--- src/rtl/sgw_pkg.sv ---
package sgw_pkg;
  localparam int unsigned SGW_LEN_W = 17;
  localparam int unsigned SGW_DESC_BYTES = 8;

  typedef enum logic [1:0] {W_IDLE, W_CHECK, W_FETCH, W_ISSUE} walk_st_e;
  typedef enum logic [1:0] {F_IDLE, F_REQ, F_RSP} fetch_st_e;

  typedef struct packed {
    logic [31:0]          addr;
    logic [SGW_LEN_W-1:0] len;
    logic                 last;
  } desc_t;
endpackage

--- src/rtl/sgw_desc_fetch.sv ---
module sgw_desc_fetch
  import sgw_pkg::*;
(
  input  logic        clk_i,
  input  logic        rst_ni,
  input  logic        go_i,
  input  logic [31:0] ptr_i,
  output logic        mem_req_valid_o,
  input  logic        mem_req_ready_i,
  output logic [31:0] mem_req_addr_o,
  input  logic        mem_rsp_valid_i,
  input  logic [31:0] mem_rsp_data_i,
  output logic        desc_valid_o,
  output desc_t       desc_o
);
  fetch_st_e   st_q;
  logic        beat_q;
  logic [31:0] ptr_q;
  logic [31:0] word0_q;
  logic        dv_q;
  desc_t       desc_q;
  desc_t       dec;
  logic [15:0] masked;

  always_comb begin
    masked   = mem_rsp_data_i[15:0] & 16'hFFFE;
    dec.addr = word0_q;
    dec.len  = (masked == 16'h0) ? SGW_LEN_W'(17'h10000) : SGW_LEN_W'(masked);
    dec.last = mem_rsp_data_i[31];
  end

  always_ff @(posedge clk_i or negedge rst_ni) begin
    if (!rst_ni) begin
      st_q    <= F_IDLE;
      beat_q  <= 1'b0;
      ptr_q   <= '0;
      word0_q <= '0;
      dv_q    <= 1'b0;
      desc_q  <= '0;
    end else begin
      dv_q <= 1'b0;
      case (st_q)
        F_IDLE: if (go_i) begin
          ptr_q  <= ptr_i;
          beat_q <= 1'b0;
          st_q   <= F_REQ;
        end
        F_REQ: if (mem_req_ready_i) st_q <= F_RSP;
        F_RSP: if (mem_rsp_valid_i) begin
          if (!beat_q) begin
            word0_q <= mem_rsp_data_i;
            beat_q  <= 1'b1;
            st_q    <= F_REQ;
          end else begin
            desc_q <= dec;
            dv_q   <= 1'b1;
            st_q   <= F_IDLE;
          end
        end
        default: st_q <= F_IDLE;
      endcase
    end
  end

  assign mem_req_valid_o = (st_q == F_REQ);
  assign mem_req_addr_o  = ptr_q + (beat_q ? 32'd4 : 32'd0);
  assign desc_valid_o    = dv_q;
  assign desc_o          = desc_q;

  assert_req_hold_R12: assert property (@(posedge clk_i) disable iff (!rst_ni)
    mem_req_valid_o && !mem_req_ready_i |=> mem_req_valid_o && $stable(mem_req_addr_o));

  assert_desc_len_R3: assert property (@(posedge clk_i) disable iff (!rst_ni)
    desc_valid_o |-> (desc_o.len[0] == 1'b0) && (desc_o.len != '0));
endmodule

--- src/rtl/sgw_chunk_sel.sv ---
module sgw_chunk_sel #(
  parameter int unsigned CNT_W     = 24,
  parameter int unsigned LEN_W     = 17,
  parameter int unsigned MAX_CHUNK = 512
) (
  input  logic [CNT_W-1:0] left_i,
  input  logic [LEN_W-1:0] rem_i,
  output logic [LEN_W-1:0] chunk_o
);
  localparam int unsigned CMP_W = (CNT_W > LEN_W) ? CNT_W : LEN_W;

  logic [CMP_W-1:0] l_w, r_w, m_w;

  always_comb begin
    l_w = CMP_W'(left_i);
    r_w = CMP_W'(rem_i);
    m_w = (l_w < r_w) ? l_w : r_w;
  end

  generate
    if (MAX_CHUNK >= 65536) begin : g_uncapped
      assign chunk_o = LEN_W'(m_w);
    end else begin : g_capped
      localparam logic [CMP_W-1:0] CAP = CMP_W'(MAX_CHUNK);
      assign chunk_o = LEN_W'((m_w < CAP) ? m_w : CAP);
    end
  endgenerate
endmodule

--- src/rtl/sg_table_walker.sv ---
module sg_table_walker
  import sgw_pkg::*;
#(
  parameter int unsigned CNT_W      = 24,
  parameter int unsigned MAX_CHUNK  = 512,
  parameter int unsigned PAGE_BYTES = 4096
) (
  input  logic                 clk_i,
  input  logic                 rst_ni,
  input  logic                 start_i,
  input  logic [31:0]          table_base_i,
  input  logic [CNT_W-1:0]     req_bytes_i,
  output logic                 mem_req_valid_o,
  input  logic                 mem_req_ready_i,
  output logic [31:0]          mem_req_addr_o,
  input  logic                 mem_rsp_valid_i,
  input  logic [31:0]          mem_rsp_data_i,
  output logic                 xfer_valid_o,
  input  logic                 xfer_ready_i,
  output logic [31:0]          xfer_addr_o,
  output logic [SGW_LEN_W-1:0] xfer_len_o,
  output logic                 done_o,
  output logic                 error_o
);
  walk_st_e             st_q;
  logic [31:0]          base_q, ptr_q, raddr_q;
  logic [SGW_LEN_W-1:0] rem_q;
  logic [CNT_W-1:0]     left_q;
  logic                 last_q, done_q, err_q;
  logic                 page_hit, fetch_go, desc_valid;
  desc_t                desc;
  logic [SGW_LEN_W-1:0] chunk;

  assign page_hit = (ptr_q - base_q) >= 32'(PAGE_BYTES);
  assign fetch_go = (st_q == W_CHECK) && (left_q != '0) && (rem_q == '0)
                    && !last_q && !page_hit;

  sgw_desc_fetch u_fetch (
    .clk_i           (clk_i),
    .rst_ni          (rst_ni),
    .go_i            (fetch_go),
    .ptr_i           (ptr_q),
    .mem_req_valid_o (mem_req_valid_o),
    .mem_req_ready_i (mem_req_ready_i),
    .mem_req_addr_o  (mem_req_addr_o),
    .mem_rsp_valid_i (mem_rsp_valid_i),
    .mem_rsp_data_i  (mem_rsp_data_i),
    .desc_valid_o    (desc_valid),
    .desc_o          (desc)
  );

  sgw_chunk_sel #(
    .CNT_W     (CNT_W),
    .LEN_W     (SGW_LEN_W),
    .MAX_CHUNK (MAX_CHUNK)
  ) u_chunk (
    .left_i  (left_q),
    .rem_i   (rem_q),
    .chunk_o (chunk)
  );

  always_ff @(posedge clk_i or negedge rst_ni) begin
    if (!rst_ni) begin
      st_q    <= W_IDLE;
      base_q  <= '0;
      ptr_q   <= '0;
      raddr_q <= '0;
      rem_q   <= '0;
      left_q  <= '0;
      last_q  <= 1'b0;
      done_q  <= 1'b0;
      err_q   <= 1'b0;
    end else begin
      done_q <= 1'b0;
      err_q  <= 1'b0;
      case (st_q)
        W_IDLE: if (start_i) begin
          base_q  <= table_base_i;
          ptr_q   <= table_base_i;
          left_q  <= req_bytes_i;
          rem_q   <= '0;
          raddr_q <= '0;
          last_q  <= 1'b0;
          st_q    <= W_CHECK;
        end
        W_CHECK: begin
          if (left_q == '0) begin
            done_q <= 1'b1;
            st_q   <= W_IDLE;
          end else if (rem_q != '0) begin
            st_q <= W_ISSUE;
          end else if (last_q || page_hit) begin
            err_q <= 1'b1;
            st_q  <= W_IDLE;
          end else begin
            st_q <= W_FETCH;
          end
        end
        W_FETCH: if (desc_valid) begin
          raddr_q <= desc.addr;
          rem_q   <= desc.len;
          last_q  <= desc.last;
          ptr_q   <= ptr_q + 32'(SGW_DESC_BYTES);
          st_q    <= W_CHECK;
        end
        W_ISSUE: if (xfer_ready_i) begin
          raddr_q <= raddr_q + 32'(chunk);
          rem_q   <= rem_q - chunk;
          left_q  <= left_q - CNT_W'(chunk);
          st_q    <= W_CHECK;
        end
        default: st_q <= W_IDLE;
      endcase
    end
  end

  assign xfer_valid_o = (st_q == W_ISSUE);
  assign xfer_addr_o  = raddr_q;
  assign xfer_len_o   = chunk;
  assign done_o       = done_q;
  assign error_o      = err_q;

  assert_xfer_hold_R12: assert property (@(posedge clk_i) disable iff (!rst_ni)
    xfer_valid_o && !xfer_ready_i |=> xfer_valid_o && $stable(xfer_addr_o) && $stable(xfer_len_o));

  assert_chunk_range_R5: assert property (@(posedge clk_i) disable iff (!rst_ni)
    xfer_valid_o |-> (xfer_len_o != '0) && (32'(xfer_len_o) <= 32'(MAX_CHUNK)));

  assert_pulse_excl_R9: assert property (@(posedge clk_i) disable iff (!rst_ni)
    !(done_o && error_o));

  assert_done_single_R9: assert property (@(posedge clk_i) disable iff (!rst_ni)
    done_o |=> !done_o);

  assert_no_read_after_last_R7: assert property (@(posedge clk_i) disable iff (!rst_ni)
    mem_req_valid_o |-> !last_q && !xfer_valid_o);

  assert_page_limit_R8: assert property (@(posedge clk_i) disable iff (!rst_ni)
    $rose(mem_req_valid_o) |-> (mem_req_addr_o - base_q) < 32'(PAGE_BYTES));
endmodule

--- config.mk ---
export PLATFORM = sky130hd
export DESIGN_NAME = sg_table_walker
export DESIGN_NICKNAME = d
export VERILOG_FILES = /design/src/rtl/sgw_pkg.sv /design/src/rtl/sgw_desc_fetch.sv /design/src/rtl/sgw_chunk_sel.sv /design/src/rtl/sg_table_walker.sv
export SDC_FILE = /design/constraint.sdc
export NUM_CORES = 1
export LEC_CHECK = 0
export BUFFER_PORTS_ARGS = -buffer_cell sky130_fd_sc_hd__buf_4
export CAP_MARGIN = 30
export CORE_UTILIZATION = 36
export CTS_CLUSTER_DIAMETER = 120
export CTS_CLUSTER_SIZE = 24
export DETAILED_ROUTE_END_ITERATION = 10
export PLACE_DENSITY = 0.56
export REMOVE_ABC_BUFFERS = 1
export SYNTH_ARGS = -nofsm -noshare
export SYNTH_HDL_FRONTEND = slang
export SYNTH_SLANG_ARGS = --single-unit
--- constraint.sdc ---
create_clock -name clk_i -period 4.85 [get_ports clk_i]
set_input_delay 0.485 -clock clk_i [delete_from_list [all_inputs] [get_ports clk_i]]
set_output_delay 0.485 -clock clk_i [all_outputs]
set_load 0.05 [all_outputs]
Word level (Yosys, flattened, before mapping)
Index checks and enable logic that the tools add are counted.
{"block": "word_totals", "ff_bits": 260, "latchBits": 0, "ram_bits": 0, "mem_bits_ro": 0, "inputBits": 94, "out_inout_bits": 85, "elab_cells": 111, "memories": 0}
{"block": "classes", "n_addsub": 6, "n_mul": 0, "div_mod_pow": 0, "order_cmp": 3, "eq_ne": 11, "shift": 0, "n_mux": 45, "bitwise": 1, "n_reduce_logical": 28}
{"op": "32-bit two-way mux", "n": 5}
{"op": "32-bit one-hot mux with 3 select lines", "n": 1}
{"op": "17-bit two-way mux", "n": 5}
{"op": "24-bit two-way mux", "n": 3}
{"op": "32-bit one-hot mux with 2 select lines", "n": 1}
{"op": "17-bit one-hot mux with 3 select lines", "n": 1}
{"op": "24-bit one-hot mux with 2 select lines", "n": 1}
{"op": "32-bit by 17-bit adder with 32-bit output", "n": 1}
{"op": "32-bit adder", "n": 1}
{"op": "32-bit by 4-bit adder with 32-bit output (second input constant)", "n": 1}
{"op": "32-bit by 13-bit >= comparator with 1-bit output (second input constant)", "n": 1}
{"op": "32-bit subtractor", "n": 1}
{"op": "24-bit logical NOT", "n": 1}
{"op": "24-bit by 10-bit less-than comparator with 1-bit output (second input constant)", "n": 1}
{"op": "24-bit by 17-bit less-than comparator with 1-bit output", "n": 1}
{"op": "24-bit nonzero test", "n": 1}
{"op": "24-bit by 17-bit subtractor with 24-bit output", "n": 1}
{"op": "3-bit AND reduction", "n": 7}
{"op": "2-bit two-way mux", "n": 9}
{"op": "17-bit logical NOT", "n": 1}
{"op": "17-bit nonzero test", "n": 1}
{"op": "17-bit subtractor", "n": 1}
{"op": "16-bit logical NOT", "n": 1}
{"op": "1-bit two-way mux", "n": 14}
{"op": "other kinds (17)", "n": 33}

Logic depth before layout (Yosys ltp)
{"block": "logic_depth", "ltp_word": 7, "mapped_depth": 26, "depth_no_buf": 25}

Hierarchy
From an unflattened synthesis, not the netlist that was laid out.
{"block": "hier_totals", "hier_cells": 1829, "area_unflattened_um2": 16689.8}
{"mod": "sg_table_walker", "n_inst": 1, "cells_per_inst": 1373, "area_each_um2": 10943.0, "seq_area_each_um2": 3553.4}
{"mod": "sgw_desc_fetch", "n_inst": 1, "cells_per_inst": 353, "area_each_um2": 5034.8, "seq_area_each_um2": 2927.8}
{"mod": "sgw_chunk_sel", "n_inst": 1, "cells_per_inst": 103, "area_each_um2": 711.9, "seq_area_each_um2": 0.0}

Worst setup path after synthesis
Ideal clock, no wire load.
{"block": "synth_path", "path_type": "register to register", "start": "register rem_q[1]", "end": "register left_q[20]", "setup_time_ps": 132, "t_arrival_ps": 6242, "required_ps": 4718, "slack_ps": -1524, "path_stages_with_launch": 25, "path_buffers": 2, "synth_period_minus_slack_ps": 6374, "cell_sequence": "dfrtp_1 > inv_1 > ha_1 > a21o_1 > a21o_1 > a21o_1 > a21o_1 > a21oi_1 > o21ai_0 > a221o_1 > clkbuf_1 > mux2_2 > buf_1 > nor2_1 > fa_1 > nor2b_1 > o21ai_0 > a21boi_0 > o21ai_0 > a21oi_1 > nor2_1 > a21oi_1 > a2111oi_0 > nor4b_1 > o21ai_0"}
{"block": "synth_between", "elab_chain_len": 7}
{"element": "start, declared", "line": "sg_table_walker.sv:27", "rtl": "logic [SGW_LEN_W-1:0] rem_q;"}
{"element": "start signal, assigned", "line": "sg_table_walker.sv:101", "rtl": "rem_q <= desc.len;"}
{"element": "start signal, assigned", "line": "sg_table_walker.sv:108", "rtl": "rem_q <= rem_q - chunk;"}
{"element": "24-bit by 17-bit less-than comparator with 1-bit output", "line": "sgw_chunk_sel.sv:17", "rtl": "m_w = (l_w < r_w) ? l_w : r_w;"}
{"element": "24-bit two-way mux (*)", "line": "sgw_chunk_sel.sv:17"}
{"element": "24-bit by 10-bit less-than comparator with 1-bit output", "line": "sgw_chunk_sel.sv:25", "rtl": "assign chunk_o = LEN_W'((m_w < CAP) ? m_w : CAP);"}
{"element": "17-bit two-way mux (*)", "line": "sgw_chunk_sel.sv:25"}
{"element": "named net xfer_len_o[9]", "line": "sg_table_walker.sv:21", "rtl": "output logic [SGW_LEN_W-1:0] xfer_len_o,"}
{"element": "24-bit by 17-bit subtractor with 24-bit output (*)", "line": "sg_table_walker.sv:109", "rtl": "left_q <= left_q - CNT_W'(chunk);"}
{"element": "24-bit two-way mux (*)", "line": "sg_table_walker.sv:106", "rtl": "W_ISSUE: if (xfer_ready_i) begin"}
{"element": "24-bit one-hot mux with 2 select lines (*)", "line": "sg_table_walker.sv:76", "rtl": "case (st_q)"}
{"element": "end signal, assigned", "line": "sg_table_walker.sv:80", "rtl": "left_q <= req_bytes_i;"}
{"element": "end signal, assigned", "line": "sg_table_walker.sv:109"}
{"element": "end, declared", "line": "sg_table_walker.sv:28", "rtl": "logic [CNT_W-1:0] left_q;"}
Mark *: on every way through the listed nets, which the timed path passes. The rest lies on a longest branch. The select of a mux whose other input is x is not followed.
A chain may end at the register's enable or synchronous reset.

Worst setup path after layout
{"block": "layout_path", "start": "register rem_q[1]", "end": "register rem_q[16]"}
{"block": "layout_between", "elab_chain_len": 7}
{"element": "24-bit by 17-bit less-than comparator with 1-bit output", "line": "sgw_chunk_sel.sv:17"}
{"element": "24-bit two-way mux", "line": "sgw_chunk_sel.sv:17"}
{"element": "24-bit by 10-bit less-than comparator with 1-bit output", "line": "sgw_chunk_sel.sv:25"}
{"element": "17-bit two-way mux", "line": "sgw_chunk_sel.sv:25"}
{"element": "17-bit subtractor (*)", "line": "sg_table_walker.sv:108"}
{"element": "17-bit two-way mux (*)", "line": "sg_table_walker.sv:106"}
{"element": "17-bit one-hot mux with 3 select lines (*)", "line": "sg_table_walker.sv:76"}
Every way passes the cells marked *; elsewhere a longest branch is shown, timed or not. The select of a mux whose other input is x is not followed.

==> results.py <==
metrics = {
    "power": {
        "leakage_nw": 9.721,
        "p_per_area_mw_per_mm2": 519.9,
        "vdd.ir_drop.worst_uv": 242.5,
    },
    "yosys": {
        "yosys.area_share.simple_pct": 18.86,
        "synth_edf_count": 0,
        "ys.flop_type": "dfrtp_1",
        "synth.lib_cells_used.distinct": 75,
        "async_reset_ff_share_pct": 100.0,
        "ys_seq_elements": 259,
        "synth.area.mux_share_pct": 6.826,
        "yosysSeqAreaShare_pct": 39.86,
        "synth_compound_area_share_pct": 18.16,
        "synthAdderAreaFrac_pct": 8.265,
        "postSynthAreaPerCell_sq_um": 8.861,
        "yosys_warnings": 0,
        "syn_inst": 1835,
        "synth_top_family_by_area": "simple AND/OR/NAND/NOR gates",
        "synth_xor_area_share_pct": 3.771,
        "netlist_area_sq_mm": 0.01626,
    },
    "cells_and_area": {
        "drive_above_1_share_pct": 22.93,
        "antenna_cells": 0,
        "fin_nets": 2298,
        "syn2layout_area_growth_pct": 24.06,
    },
    "floorplanning": {
        "die_y_microns": 214.5,
        "row_count": 77,
        "dieArea_sq_mm": 0.04602,
        "start_util_pct": 36.61,
        "die_w_microns": 214.5,
        "coreArea_sq_mm": 0.04441,
        "ioPinCount": 179,
    },
    "clock_network": {
        "cts_tree": "done",
        "htree_levels": 1,
        "root_buffer": "clkbuf_16",
        "cts_buffers": 15,
        "hold_buffers": 0,
        "cts.path.max_buffers": 3,
        "cts_sinks": 259,
        "clk_latency_ns": 0.53,
        "cts.reportedPaths.clkPinSlew_ns": 0.11,
    },
    "setup_path": {
        "path_max_fanout": 13,
        "reg2reg_from": "rem_q[1]",
        "arrival_ns": 5.35,
        "cp-end-kind": "flip-flop",
        "worst_setup_path_start_kind": "flip-flop",
        "worstSetupPathType": "reg -> reg",
        "startpoint": "rem_q[1]",
        "required_ns": 5.27,
    },
    "flow_run": {
        "drv_cap": 0,
    },
    "global_routing": {
        "grt_util_all_layers_pct": 20.88,
        "grt_pass1_vias": 14390,
        "grt_overflow": 0,
        "grt_pass1_wl_microns": 77800,
        "grt_max_degree": 118,
        "antenna_found_initial": 0,
    },
    "routing": {
        "drt-vias-per-instance": 5.368,
        "avgRoutedWirePerCell_microns": 18.23,
        "drtIter0Drc": 840,
        "ant_nets": 0,
        "dr.pass1.iters": 5,
        "num_vias": 14460,
        "drt_wl_total_microns": 49120,
        "drc": 0,
    },
    "sta": {
        "worstMarginPinSlew_ns": 1.010,
        "relSlewSlack_pct": 32.67,
        "hold_slack_ns": 0.05906,
        "layout_setup_ws_ns": -0.07216,
        "min_period_ns": 4.922,
        "fmax_mhz": 203.2,
        "drv_slew": 0,
        "final_hold_viol_count": 0,
        "finalCritPeriodShare_pct": 101.5,
        "rsz0062_at_grt": "yes",
        "clock_skew_ns": 0.03395,
        "setup_viol": 2,
        "setup_tns_ns": -0.1087,
    },
    "placed_design": {
        "gp_routability_congestion": 0.8998,
        "io_buffer_count": 171,
        "dp_hpwl_microns": 35900,
    },
    "run_status": {
        "violations": "setup timing",
        "status": "finished with violations",
    },
    "hold_path": {
        "hold_path.class": "in -> async",
    },
}
metrics by stage:
stage | utilization [%] | instances | setup slack, ns | area (sq um) | power (mW)
after global routing | 45.42 | 2694 | -0.2125 | 20170 | 11.28
after detailed placement | 42.81 | 2661 | -0.4664 | 19010 | 8.595
after global placement | 42.71 | 2659 | -0.3465 | 18970 | 8.492
after CTS | 44.62 | 2691 | -0.05296 | 19820 | 10.31
after floorplan | - | 1773 | -1.205 | 15970 | 6.564
final | 45.42 | 2694 | -0.07216 | 20170 | 10.49
cell usage after synthesis, types with 19 or more instances:
cell      count  share of area, %
nand2_1     292               6.7
dfrtp_1     259                40
a21oi_1     130               4.0
o21ai_0     120               3.7
nor2_1      111               2.6
ha_1        101               7.8
inv_1        79               1.8
clkbuf_1     65               1.5
nand3_1      64               2.0
xnor2_1      45               2.4
mux2_2       43               3.0
o22ai_1      37               1.4
nor3_1       32              0.98
mux2i_1      31               1.9
mux2_1       28               1.9
xor2_1       25               1.3
a21o_1       23               1.1
nand4_1      23              0.88
nor2b_1      22              0.85
a31oi_1      21              0.81
nand2b_1     20              0.77
nor4_1       20              0.77
and3_1       19              0.73
worst max-delay path, stage by stage (launching register included):
cell and delay [ns]:
dfrtp_1 0.40, inv_2 0.08, ha_4 0.19, a21o_1 0.15, a21o_1 0.15, a21o_1 0.15, a21o_1 0.19, a21oi_2 0.15
o21ai_1 0.07, a221o_1 0.35, mux2_4 0.37, buf_6 0.17, or2_2 0.36, ha_1 0.33, inv_1 0.06, o21bai_2 0.18
a211oi_2 0.11, o31ai_2 0.35, nor4_2 0.08, o311a_1 0.39, nand2b_4 0.17, buf_4 0.13, a211o_1 0.24
registers in the layout, summed over array words and instances (netlist names):
name / cells
error_o: 1
u_fetch.ptr_q: 32
done_o: 1
u_fetch.desc_valid_o: 1
ptr_q: 32
rem_q: 17
left_q: 24
u_fetch.word0_q: 32
u_fetch.desc_o: 49
xfer_addr_o: 32
u_fetch.beat_q: 1
st_q: 2
last_q: 1
base_q: 32
u_fetch.st_q: 2
routing by layer:
layer	wire length, microns	track usage, %
met3	2035	2.780
met2	23890	36.18
met4	1245	5.286
met5	0	0
met1	21940	27.35
cell type report:
cell class,instances,area (sq um)
multi-input cells,1434,9803
fillers,4337,24240
clock buffers,16,389.1
inverters,80,300.3
well taps,592,740.7
clock inverters,4,48.80
flip-flops and latches,259,6482
repair buffers,309,2407
report_power, final:
group,internal [mW],switching (mW)
registers,2.60,0.410
logic,2.57,3.51
clock network,0.596,0.800
total,5.76,4.72
what timing repair did:
item,CTS,global route
setup endpoints to repair,36,34
buffers inserted,10,6
pin swaps,40,42
resized for setup,67,71
final timing paths:
path	slack, ns	endpoint	cells after the start
hold / removal	0.06	u_fetch.ptr_q[8]	1
max in group asynchronous	3.81	left_q[23]	2
hold reg to reg	0.47	u_fetch.desc_o[46]	2
setup / recovery	-0.07	rem_q[16]	22
setup reg to reg	-0.07	rem_q[16]	22
min in group clk_i	0.16	u_fetch.desc_o[0]	3
cell usage in the layout (no fill, tap or decap), drive strengths merged, types with 20 or more instances in the layout:
master,count
o22ai,37
ha,101
mux2i,31
nor2b,22
nand3,64
nand4,23
a31oi,21
inv,81
a21o,23
dfrtp,259
nor2,111
a21oi,130
nand2b,20
nor4,21
o21ai,120
nand2,292
xor2,25
buf,309
xnor2,45
mux2,71
conb,27
nor3,33
kinds of logic after synthesis:
family                     Yosys count
other                                2
and+or+nand+nor                    661
DFF                                259
buffers and inverters              167
muxes                              102
xor gates and xnor gates            70
adders and majority gates          105
AOI/OAI and AO/OA                  469
(Power assumes the default switching activity.)
